==> config.mk <==
export PLATFORM = sky130hd
export DESIGN_NAME = pll_param_search
export DESIGN_NICKNAME = d
export VERILOG_FILES = /design/src/rtl/pllsrch_pkg.sv /design/src/rtl/pllsrch_div.sv /design/src/rtl/pllsrch_mul.sv /design/src/rtl/pllsrch_eval.sv /design/src/rtl/pll_param_search.sv
export SDC_FILE = /design/constraint.sdc
export NUM_CORES = 2
export LEC_CHECK = 0
export ABC_AREA = 1
export ABC_CLOCK_PERIOD_IN_PS = 55200
export BUFFER_PORTS_ARGS = -buffer_cell sky130_fd_sc_hd__buf_4
export CORE_MARGIN = 1
export CORE_UTILIZATION = 40
export CTS_CLUSTER_SIZE = 8
export DETAILED_ROUTE_END_ITERATION = 8
export SYNTH_ARGS = -nofsm -noshare
export SYNTH_HDL_FRONTEND = slang
export SYNTH_SLANG_ARGS = --single-unit
==> constraint.sdc <==
create_clock -name clk -period 55.2 [get_ports clk]
set_input_delay 2.76 -clock clk [delete_from_list [all_inputs] [get_ports clk]]
set_output_delay 2.76 -clock clk [all_outputs]
set_load 0.02 [all_outputs]
==> src/rtl/pllsrch_pkg.sv <==
package pllsrch_pkg;

    localparam int unsigned FW     = 32;   // frequency port width
    localparam int unsigned DW     = 48;   // wide datapath width
    localparam int unsigned MBW    = 11;   // multiplier operand width
    localparam int unsigned DIVD_W = 7;
    localparam int unsigned IDX_W  = 4;
    localparam int unsigned POST_W = 5;

    localparam logic [DIVD_W-1:0] DIVD_FIRST = 7'd64;
    localparam logic [IDX_W-1:0]  IDX_LAST   = 4'd15;

    localparam logic [DW-1:0] PFD_MIN  = 48'd250_000;
    localparam logic [DW-1:0] MULT_MAX = 48'd1024;
    localparam logic [DW-1:0] VCO_MIN  = 48'd99_000_000;
    localparam logic [DW-1:0] VCO_MAX  = 48'd201_000_000;

    typedef enum logic [3:0] {
        S_IDLE, S_LAUNCH, S_PFD, S_TGT, S_MULT, S_VCO, S_OUT, S_EVAL, S_NEXT
    } srch_state_e;

    function automatic logic [DW-1:0] round_half(input logic [DW-1:0] q);
        logic [DW-1:0] s;
        s = q + 1'b1;
        return s >> 1;
    endfunction

    function automatic logic [FW-1:0] pack_mode(input logic [IDX_W-1:0]  idx,
                                                input logic [DIVD_W-1:0] divd,
                                                input logic [MBW-1:0]    mult);
        logic [DIVD_W-1:0] dm1;
        logic [MBW-1:0]    mm1;
        logic [IDX_W-1:0]  pm1;
        dm1 = divd - 1'b1;
        mm1 = mult - 1'b1;
        pm1 = idx - 1'b1;
        return {7'd0, 1'b1, dm1[5:0], mm1[9:0], pm1, 2'b00, 2'b11};
    endfunction

endpackage

==> src/rtl/pllsrch_div.sv <==
module pllsrch_div #(
    parameter int unsigned DW  = 48,
    parameter int unsigned VW  = 32,
    parameter int unsigned BPC = 16
) (
    input  logic          clk,
    input  logic          rst_n,
    input  logic          go_i,
    input  logic [DW-1:0] dnd_i,
    input  logic [VW-1:0] dsr_i,
    output logic          done_o,
    output logic [DW-1:0] quo_o
);
    localparam int unsigned STEPS = (DW + BPC - 1) / BPC;
    localparam int unsigned CW    = $clog2(STEPS + 1);

    typedef struct packed {
        logic          busy;
        logic          done;
        logic [CW-1:0] cnt;
        logic [VW:0]   rem;
        logic [DW-1:0] quo;
        logic [VW-1:0] dsr;
    } div_st_t;

    div_st_t st_d, st_q;
    logic [VW:0]   r_w;
    logic [DW-1:0] q_w;

    always_comb begin
        st_d      = st_q;
        st_d.done = 1'b0;
        r_w       = st_q.rem;
        q_w       = st_q.quo;
        if (go_i) begin
            st_d.busy = 1'b1;
            st_d.cnt  = CW'(STEPS);
            st_d.rem  = '0;
            st_d.quo  = dnd_i;
            st_d.dsr  = dsr_i;
        end else if (st_q.busy) begin
            for (int i = 0; i < BPC; i++) begin
                r_w = {r_w[VW-1:0], q_w[DW-1]};
                q_w = {q_w[DW-2:0], 1'b0};
                if (r_w >= {1'b0, st_q.dsr}) begin
                    r_w    = r_w - {1'b0, st_q.dsr};
                    q_w[0] = 1'b1;
                end
            end
            st_d.rem = r_w;
            st_d.quo = q_w;
            st_d.cnt = st_q.cnt - 1'b1;
            if (st_q.cnt == CW'(1)) begin
                st_d.busy = 1'b0;
                st_d.done = 1'b1;
            end
        end
    end

    always_ff @(posedge clk or negedge rst_n) begin
        if (!rst_n) st_q <= '0;
        else        st_q <= st_d;
    end

    assign done_o = st_q.done;
    assign quo_o  = st_q.quo;

endmodule

==> src/rtl/pllsrch_mul.sv <==
module pllsrch_mul #(
    parameter int unsigned AW  = 48,
    parameter int unsigned BW  = 11,
    parameter int unsigned BPC = 4
) (
    input  logic          clk,
    input  logic          rst_n,
    input  logic          go_i,
    input  logic [AW-1:0] a_i,
    input  logic [BW-1:0] b_i,
    output logic          done_o,
    output logic [AW-1:0] prod_o
);
    localparam int unsigned STEPS = (BW + BPC - 1) / BPC;
    localparam int unsigned CW    = $clog2(STEPS + 1);

    typedef struct packed {
        logic          busy;
        logic          done;
        logic [CW-1:0] cnt;
        logic [AW-1:0] acc;
        logic [AW-1:0] a;
        logic [BW-1:0] b;
    } mul_st_t;

    mul_st_t st_d, st_q;
    logic [AW-1:0] acc_w, a_w;
    logic [BW-1:0] b_w;

    always_comb begin
        st_d      = st_q;
        st_d.done = 1'b0;
        acc_w     = st_q.acc;
        a_w       = st_q.a;
        b_w       = st_q.b;
        if (go_i) begin
            st_d.busy = 1'b1;
            st_d.cnt  = CW'(STEPS);
            st_d.acc  = '0;
            st_d.a    = a_i;
            st_d.b    = b_i;
        end else if (st_q.busy) begin
            for (int i = 0; i < BPC; i++) begin
                if (b_w[0]) acc_w = acc_w + a_w;
                a_w = {a_w[AW-2:0], 1'b0};
                b_w = b_w >> 1;
            end
            st_d.acc = acc_w;
            st_d.a   = a_w;
            st_d.b   = b_w;
            st_d.cnt = st_q.cnt - 1'b1;
            if (st_q.cnt == CW'(1)) begin
                st_d.busy = 1'b0;
                st_d.done = 1'b1;
            end
        end
    end

    always_ff @(posedge clk or negedge rst_n) begin
        if (!rst_n) st_q <= '0;
        else        st_q <= st_d;
    end

    assign done_o = st_q.done;
    assign prod_o = st_q.acc;

endmodule

==> src/rtl/pllsrch_eval.sv <==
module pllsrch_eval
    import pllsrch_pkg::*;
(
    input  logic [DW-1:0] fpfd_i,
    input  logic [DW-1:0] mult_i,
    input  logic [DW-1:0] fvco_i,
    input  logic [DW-1:0] fout_i,
    input  logic [FW-1:0] tgt_i,
    input  logic [FW-1:0] lerr_i,
    input  logic [DW-1:0] best_i,
    output logic          accept_o,
    output logic [DW-1:0] err_o
);
    logic [DW-1:0] tgt_w, ceil_w;
    logic          win_lo, win_hi;

    always_comb begin
        tgt_w  = DW'(tgt_i);
        ceil_w = DW'(tgt_i) + DW'(lerr_i);
        err_o  = (fout_i >= tgt_w) ? (fout_i - tgt_w) : (tgt_w - fout_i);
        win_lo = (fpfd_i >= PFD_MIN) && (mult_i <= MULT_MAX) && (fvco_i >= VCO_MIN);
        win_hi = (fvco_i <= VCO_MAX) || (fvco_i <= ceil_w);
        accept_o = win_lo && win_hi && (err_o <= best_i);
    end

endmodule

==> src/rtl/pll_param_search.sv <==
module pll_param_search
    import pllsrch_pkg::*;
#(
    parameter int unsigned DIV_BPC = 16,
    parameter int unsigned MUL_BPC = 4
) (
    input  logic          clk,
    input  logic          rst_n,
    input  logic          start_i,
    input  logic [31:0]   fin_i,
    input  logic [31:0]   ftgt_i,
    input  logic [31:0]   ferr_i,
    output logic          busy_o,
    output logic          done_o,
    output logic          found_o,
    output logic [31:0]   mode_o,
    output logic [31:0]   freq_o
);
    typedef struct packed {
        srch_state_e       state;
        logic              busy;
        logic              done;
        logic [FW-1:0]     fin;
        logic [FW-1:0]     tgt;
        logic [FW-1:0]     lerr;
        logic [IDX_W-1:0]  idx;
        logic [DIVD_W-1:0] divd;
        logic [POST_W-1:0] post;
        logic [DW-1:0]     fpfd;
        logic [DW-1:0]     mult;
        logic [DW-1:0]     fvco;
        logic [DW-1:0]     fout;
        logic [DW-1:0]     best_err;
        logic              best_found;
        logic [FW-1:0]     best_mode;
        logic [FW-1:0]     best_freq;
        logic              out_found;
        logic [FW-1:0]     out_mode;
        logic [FW-1:0]     out_freq;
        logic              div_go;
        logic [DW-1:0]     div_dnd;
        logic [FW-1:0]     div_dsr;
        logic              mul_go;
        logic [DW-1:0]     mul_a;
        logic [MBW-1:0]    mul_b;
    } top_st_t;

    top_st_t st_d, st_q;

    logic          div_done_w, mul_done_w, accept_w;
    logic [DW-1:0] div_q_w, mul_p_w, err_w, rq_w;

    pllsrch_div #(.DW(DW), .VW(FW), .BPC(DIV_BPC)) u_div (
        .clk(clk), .rst_n(rst_n), .go_i(st_q.div_go), .dnd_i(st_q.div_dnd),
        .dsr_i(st_q.div_dsr), .done_o(div_done_w), .quo_o(div_q_w)
    );

    pllsrch_mul #(.AW(DW), .BW(MBW), .BPC(MUL_BPC)) u_mul (
        .clk(clk), .rst_n(rst_n), .go_i(st_q.mul_go), .a_i(st_q.mul_a),
        .b_i(st_q.mul_b), .done_o(mul_done_w), .prod_o(mul_p_w)
    );

    pllsrch_eval u_eval (
        .fpfd_i(st_q.fpfd), .mult_i(st_q.mult), .fvco_i(st_q.fvco),
        .fout_i(st_q.fout), .tgt_i(st_q.tgt), .lerr_i(st_q.lerr),
        .best_i(st_q.best_err), .accept_o(accept_w), .err_o(err_w)
    );

    assign rq_w = round_half(div_q_w);

    always_comb begin
        st_d        = st_q;
        st_d.done   = 1'b0;
        st_d.div_go = 1'b0;
        st_d.mul_go = 1'b0;
        unique case (st_q.state)
            S_IDLE: begin
                if (start_i) begin
                    st_d.fin        = fin_i;
                    st_d.tgt        = ftgt_i;
                    st_d.lerr       = ferr_i;
                    st_d.idx        = '0;
                    st_d.post       = POST_W'(1);
                    st_d.divd       = DIVD_FIRST;
                    st_d.best_err   = DW'(ferr_i);
                    st_d.best_found = 1'b0;
                    st_d.busy       = 1'b1;
                    st_d.state      = S_LAUNCH;
                end
            end
            S_LAUNCH: begin
                st_d.div_go  = 1'b1;
                st_d.div_dnd = {DW'(st_q.fin)} << 1;
                st_d.div_dsr = FW'(st_q.divd);
                st_d.state   = S_PFD;
            end
            S_PFD: begin
                if (div_done_w) begin
                    st_d.fpfd = rq_w;
                    if (rq_w < PFD_MIN) begin
                        st_d.state = S_NEXT;
                    end else begin
                        st_d.mul_go = 1'b1;
                        st_d.mul_a  = {DW'(st_q.tgt)} << 1;
                        st_d.mul_b  = MBW'(st_q.post);
                        st_d.state  = S_TGT;
                    end
                end
            end
            S_TGT: begin
                if (mul_done_w) begin
                    st_d.div_go  = 1'b1;
                    st_d.div_dnd = mul_p_w;
                    st_d.div_dsr = st_q.fpfd[FW-1:0];
                    st_d.state   = S_MULT;
                end
            end
            S_MULT: begin
                if (div_done_w) begin
                    st_d.mult = rq_w;
                    if (rq_w > MULT_MAX) begin
                        st_d.state = S_NEXT;
                    end else begin
                        st_d.mul_go = 1'b1;
                        st_d.mul_a  = st_q.fpfd;
                        st_d.mul_b  = rq_w[MBW-1:0];
                        st_d.state  = S_VCO;
                    end
                end
            end
            S_VCO: begin
                if (mul_done_w) begin
                    st_d.fvco    = mul_p_w;
                    st_d.div_go  = 1'b1;
                    st_d.div_dnd = mul_p_w << 1;
                    st_d.div_dsr = FW'(st_q.post);
                    st_d.state   = S_OUT;
                end
            end
            S_OUT: begin
                if (div_done_w) begin
                    st_d.fout  = rq_w;
                    st_d.state = S_EVAL;
                end
            end
            S_EVAL: begin
                if (accept_w) begin
                    st_d.best_err   = err_w;
                    st_d.best_found = 1'b1;
                    st_d.best_mode  = pack_mode(st_q.idx, st_q.divd, st_q.mult[MBW-1:0]);
                    st_d.best_freq  = st_q.fout[FW-1:0];
                end
                st_d.state = S_NEXT;
            end
            S_NEXT: begin
                if (st_q.divd != DIVD_W'(1)) begin
                    st_d.divd  = st_q.divd - 1'b1;
                    st_d.state = S_LAUNCH;
                end else if (st_q.idx != IDX_LAST) begin
                    st_d.idx   = st_q.idx + 1'b1;
                    st_d.post  = {st_d.idx, 1'b0};
                    st_d.divd  = DIVD_FIRST;
                    st_d.state = S_LAUNCH;
                end else begin
                    st_d.out_found = st_q.best_found;
                    st_d.out_mode  = st_q.best_mode;
                    st_d.out_freq  = st_q.best_freq;
                    st_d.done      = 1'b1;
                    st_d.busy      = 1'b0;
                    st_d.state     = S_IDLE;
                end
            end
            default: st_d.state = S_IDLE;
        endcase
    end

    always_ff @(posedge clk or negedge rst_n) begin
        if (!rst_n) begin
            st_q       <= '0;
            st_q.state <= S_IDLE;
        end else begin
            st_q <= st_d;
        end
    end

    assign busy_o  = st_q.busy;
    assign done_o  = st_q.done;
    assign found_o = st_q.out_found;
    assign mode_o  = st_q.out_mode;
    assign freq_o  = st_q.out_freq;

endmodule

-- Yosys cells after proc, flatten, opt, wreduce, memory -nomap -nowiden
Cells that the tools add are included.
- flip-flop bits (word level): 835
- input bits: 99
- output and inout port bits: 67
- logic and storage cells: 261
- reduce and logical (&&, ||, !) cells: 26
- magnitude comparators: 25
- $add $sub $neg: 30
- muxes and demuxes: 115
- equality and inequality tests: 25
- bitwise gates (word level): 2
- operator list (kind ; number):
    $mux W32 ; 45
    $ge A33 B32 Y1 ; 16
    $mux W48 ; 11
    $sub A32 B32 Y32 ; 15
    $pmux W81 S3 ; 1
    $mux W60 ; 4
    $add A48 B48 Y48 ; 4
    $mux W81 ; 2
    $pmux W60 S2 ; 1
    $mux W113 ; 1
    $mux W111 ; 1
    $mux W109 ; 1
    $pmux W49 S2 ; 1
    $le A48 B48 Y1 ; 2
    $mux W85 ; 1
    $mux W83 ; 1
    $mux W49 ; 1
    $add A48 B1 Y48 const B ; 1
    $ge A48 B27 Y1 const B ; 1
    $le A48 B28 Y1 const B ; 1
    $sub A32 B47 Y48 ; 1
    $sub A47 B32 Y48 ; 1
    $ge A47 B18 Y1 const B ; 1
    $ge A47 B32 Y1 ; 1
    41 further kinds ; 108

-- Logic depth before layout (Yosys ltp)
- depth after elaboration: 64
- gate-level depth with buffers: 384
- mapped depth without buffers: 353

-- Cells and area by module
A second synthesis with hierarchy kept.
- cell total of the unflattened synthesis: 14704
- area, all modules: 92605.1 sq um
- modules (own cells, without submodules) (module ; area each (sq um) ; cells an instance ; sequential area each (sq um) ; times used):
    pllsrch_div ; 35330.1 ; 5916 ; 2902.8 ; 1
    pll_param_search ; 26026.2 ; 3106 ; 14989.4 ; 1
    pllsrch_mul ; 20315.7 ; 3516 ; 2777.7 ; 1
    pllsrch_eval ; 10933.0 ; 2166 ; 0.0 ; 1

-- Worst setup path after synthesis
OpenSTA, ideal clock, no wires.
- path kind: flip-flop to flip-flop
- start: register u_div.st_q[1] in the netlist's numbering
- end: register u_div.st_q[106] in the netlist's numbering
- required time: 55.135 ns
- buffers on the path: 36
- arrival: 50.361 ns
- setup slack: 4.774 ns
- library setup time: 0.065 ns
- cell stages (with the launch flop): 370
- cells stage by stage: dfrtp_1 -> inv_1 -> ha_1 -> nand2_1 -> nor2_1 -> nand2_1 -> nor2_2 -> nand3_1 -> nand4_2 -> buf_6 -> buf_4 -> buf_2 -> buf_2 -> nand2_1 -> nand2_1 -> ha_1 -> a21oi_1 -> nand2_1 -> [... 334 more ...] -> a21oi_1 -> o21bai_1 -> nand3_1 -> nand2_1 -> nand3_1 -> nand2_1 -> nand3_1 -> nand2_1 -> nand3_1 -> nand2_1 -> nand2_1 -> and3_1 -> inv_1 -> nor2_4 -> buf_4 -> nand3_1 -> nand3_1 -> nand2_1
- longest elaborated chain between the ends: 64
- elaborated cells on any way between the ends: 80
- classes of those cells: add/sub (16); order compare (16); mux (48)
- ends and longest elaborated chain (what ; line ; RTL):
    start: declaration ; pllsrch_div.sv:26 ; div_st_t st_d, st_q;
    start signal: assignment ; pllsrch_div.sv:62 ; else st_q <= st_d;
    $sub A32 B32 Y32 or $ge A33 B32 Y1 (tied branches) ; pllsrch_div.sv:46, pllsrch_div.sv:45 ;
    $mux W32 ; pllsrch_div.sv:45 ; if (r_w >= {1'b0, st_q.dsr}) begin
    $mux W32 ; pllsrch_div.sv:41 ; end else if (st_q.busy) begin
    $mux W32 ; pllsrch_div.sv:35 ; if (go_i) begin
    $sub A32 B32 Y32 or $ge A33 B32 Y1 (tied branches) ; pllsrch_div.sv:46, pllsrch_div.sv:45 ;
    $mux W32 ; pllsrch_div.sv:45 ;
    $mux W32 ; pllsrch_div.sv:41 ;
    $mux W32 ; pllsrch_div.sv:35 ;
    [... 48 more ...] ; - ;
    $sub A32 B32 Y32 or $ge A33 B32 Y1 (tied branches) ; pllsrch_div.sv:46, pllsrch_div.sv:45 ;
    $mux W32 ; pllsrch_div.sv:45 ;
    $mux W32 ; pllsrch_div.sv:41 ;
    $mux W32 ; pllsrch_div.sv:35 ;
    $sub A33 B32 Y33 or $ge A33 B32 Y1 (tied branches) ; pllsrch_div.sv:46, pllsrch_div.sv:45 ;
    $mux W33 (*) ; pllsrch_div.sv:45 ;
    $mux W85 (*) ; pllsrch_div.sv:41 ;
    $mux W83 (*) ; pllsrch_div.sv:35 ;
Every way passes the cells marked *; elsewhere a longest branch is shown, timed or not. The select of a mux whose other input is x is not followed.
A chain may end at the register's enable or synchronous reset.

-- Worst setup path in the final report
- start: register u_div.st_q[94] in the netlist's numbering
- end: register u_div.st_q[111] in the netlist's numbering
- longest elaborated chain between the ends: 64
- elaborated cells on any way between the ends: 80
- classes of those cells: add/sub (16); order compare (16); mux (48)
- ends and longest elaborated chain (what ; line):
    $sub A32 B32 Y32 or $ge A33 B32 Y1 (tied branches) ; pllsrch_div.sv:46, pllsrch_div.sv:45
    $mux W32 (*) ; pllsrch_div.sv:45
    $mux W32 (*) ; pllsrch_div.sv:41
    $mux W32 (*) ; pllsrch_div.sv:35
    $sub A32 B32 Y32 or $ge A33 B32 Y1 (tied branches) ; pllsrch_div.sv:46, pllsrch_div.sv:45
    $mux W32 (*) ; pllsrch_div.sv:45
    $mux W32 (*) ; pllsrch_div.sv:41
    $mux W32 (*) ; pllsrch_div.sv:35
    [... 48 more ...] ; -
    $sub A32 B32 Y32 or $ge A33 B32 Y1 (tied branches) ; pllsrch_div.sv:46, pllsrch_div.sv:45
    $mux W32 (*) ; pllsrch_div.sv:45
    $mux W32 (*) ; pllsrch_div.sv:41
    $mux W32 (*) ; pllsrch_div.sv:35
    $sub A33 B32 Y33 or $ge A33 B32 Y1 (tied branches) ; pllsrch_div.sv:46, pllsrch_div.sv:45
    $mux W33 (*) ; pllsrch_div.sv:45
    $mux W85 (*) ; pllsrch_div.sv:41
    $mux W83 (*) ; pllsrch_div.sv:35
Marked as above.

==> run metrics <==
Post-synth EDFFs 0; clk buf depth 3; Vias per Instance about 5.6; register-to-register setup slack about 4.8 ns; Critical-path top delay cell ha_1; Post-Synthesis Cells 12,000; All-Layer GR Usage 0.318; Slew Limit Fails 0; count of cell types in the netlist 80; # rows 165; crit end category flip-flop; DRT iter0 DRCs 7,690; commonest register cell after synthesis dfrtp_1; Max Clock Skew between 0.05 and 0.06 ns; Vias ~84,000; required time of the critical path between 50 and 60 ns; initial antenna violation count 7; share of cells above drive strength 1 0.0611; crit path DAT 51.03 ns; Sink Count roughly 830; CTS clk-pin slew, worst paths approximately 0.050 ns; Final setup viols 0; Initial Utilization 0.404; fin area 89,900 um2; CP startpoint kind flip-flop; asr flop ratio synth 1.00; CTS root buf clkbuf_16; number of global-route vias before repair 80,200; FILL cells 21,100; Area Overhead vs Synth 9.76%; Final Hold Viols 0; cts bufs inserted 115; post-detail-place hpwl 264,000 um; Yosys top cell area share 0.252; post-synth top area cell dfrtp_1; IO buf count ~160; DRC viols 0; CP max FO 33; total grt overflow 0; dpl cell area 86,400 um2; CTS tree done; Post-Route WL 337,000 um; # Max-Cap Violations 0; Max stage delay on crit path around 0.53 ns; Clk Latency, worst-skew pair 0.75 ns; setup ws final roughly 4.8 ns; most used cell, CP nand2_1; final period utilization 0.913; pin count of the biggest net entering global routing 110; slew of the pin with the lowest slew margin 1.18 ns; sequential-to-total area share from yosys stat 0.252; Setup CP Type flip-flop to flip-flop; Die Height between 400 and 500 um; cell family with most CP delay compound AO/OA/AOI/OAI gates; total die area approximately 210,000 um2; Buffers & Inverters on Critical Path 43; first-pass GRT wire length around 500,000 um; I/O Pins 166; First-pass DRT Iterations 7; max_slew headroom 0.213; largest cells by area after synthesis dfrtp_1, nand2_1, ha_1; gp weighted congestion 1.02; dpl ws around 0.87 ns; Hold Path Class flip-flop to flip-flop; Tmin final 50.41 ns; fmax 19.8 MHz; Yosys Warn Count 0; Final ANT Viol Nets 0; #FFs+latches synth around 830; Die W 455 um; most frequent cells in the layout nand2_1, inv_1, o21ai_0, a21oi_1, ha_1; Core ar. about 200,000 um2; Synth Cell Area a little over 80,000 um2; Final nets 13,200; H-tree level count 3; commonest non-fill, non-tap cell in the layout nand2_1; outcome completed; Syn Area/Cell 6.81 um2; routed length per placed instance 22.7 um; hold_buf cts 0
## final timing paths
check | from | to | depth (start not counted)
hold reg to reg | st_q[239]$_DFFE_PN0P_ | st_q[239]$_DFFE_PN0P_ | 2
max in group asynchronous | rst_n | u_mul.prod_o[27]$_DFFE_PN0P_ | 4
setup reg to reg | u_div.st_q[94]$_DFFE_PN0P_ | u_div.st_q[111]$_DFFE_PN0P_ | 326
hold / removal | st_q[239]$_DFFE_PN0P_ | st_q[239]$_DFFE_PN0P_ | 2
setup / recovery | u_div.st_q[94]$_DFFE_PN0P_ | u_div.st_q[111]$_DFFE_PN0P_ | 326
min in group asynchronous | rst_n | st_q[211]$_DFFE_PN0P_ | 1
## through the flow
stage                     hold WS (ns)   util  setup TNS, ns  instances
final                            0.454  0.443              0      14900
after global routing             0.484  0.443         -0.400      14900
after CTS                        0.455  0.441              0      14800
after detailed placement         0.438  0.426              0      14700
after global placement           0.435  0.426              0      14700
after floorplan                  0.420      -              0      12000
## state kept, by name, indices dropped and copies added (netlist names)
name / flops
st_q: 543
mode_o: 21
busy_o: 1
u_mul.prod_o: 48
done_o: 1
u_div.done_o: 1
found_o: 1
u_mul.st_q: 62
freq_o: 32
u_div.st_q: 67
u_mul.done_o: 1
u_div.quo_o: 48
## timing repair
| item | in CTS | in global routing |
|---|---|---|
| setup buffers | 0 | 10 |
| gates resized for setup | 0 | 132 |
| setup endpoints to repair | 0 | 34 |
## cells by family after synthesis
kind of cell | synth area share
AOI/OAI and AO/OA | 0.194
adders and majority gates | 0.140
xor gates and xnor gates | 0.0724
and+or+nand+nor | 0.243
other | 0.0000458
buffers and inverters | 0.0976
DFF | 0.252
muxes | 0.000367
## synthesized netlist by cell type, types with 58 or more instances
| master | count |
|---|---|
| a22oi_1 | 58 |
| or2_2 | 61 |
| o21ai_0 | 1098 |
| nor4_1 | 74 |
| nor2_1 | 614 |
| dfrtp_1 | 826 |
| nand2_1 | 3294 |
| o22ai_1 | 104 |
| xnor2_1 | 326 |
| nand3_1 | 451 |
| ha_1 | 879 |
| nand4_1 | 113 |
| nor3_1 | 108 |
| inv_1 | 1563 |
| a21oi_1 | 958 |
| buf_4 | 109 |
| o21bai_1 | 78 |
| clkbuf_1 | 224 |
| o211ai_1 | 81 |
| a31oi_1 | 70 |
| xor2_1 | 351 |
| o21ai_1 | 67 |
## routing by layer
metal,vias to the layer above,part of all wire,global-route usage
met5,-,0.000059,0
met4,2,0.065,0.179
met3,748,0.061,0.0364
met2,3016,0.47,0.539
met1,39600,0.40,0.391
li1,40200,-,-
## worst min-delay path, cell delays in order, from the launching register on
cell     delay [ns]
dfrtp_1        0.32
inv_1          0.04
nand2_1        0.06
## cell type report
type | count | area (um2) | share of cell area
timing repair buffer | 405 | 3160 | 0.0352
clock buffer | 125 | 2960 | 0.0329
inverter | 1581 | 5950 | 0.0662
tap | 2672 | 3340 | 0.0372
sequential | 826 | 20700 | 0.230
multi-input combinational | 9237 | 53600 | 0.597
antenna | 2 | 5.00 | 0.0000557
clock inverter | 10 | 180 | 0.00200
Power is left out: the tool's default activity adds up to more than one toggle a clock period on the data nets, which glitch-free logic cannot reach.
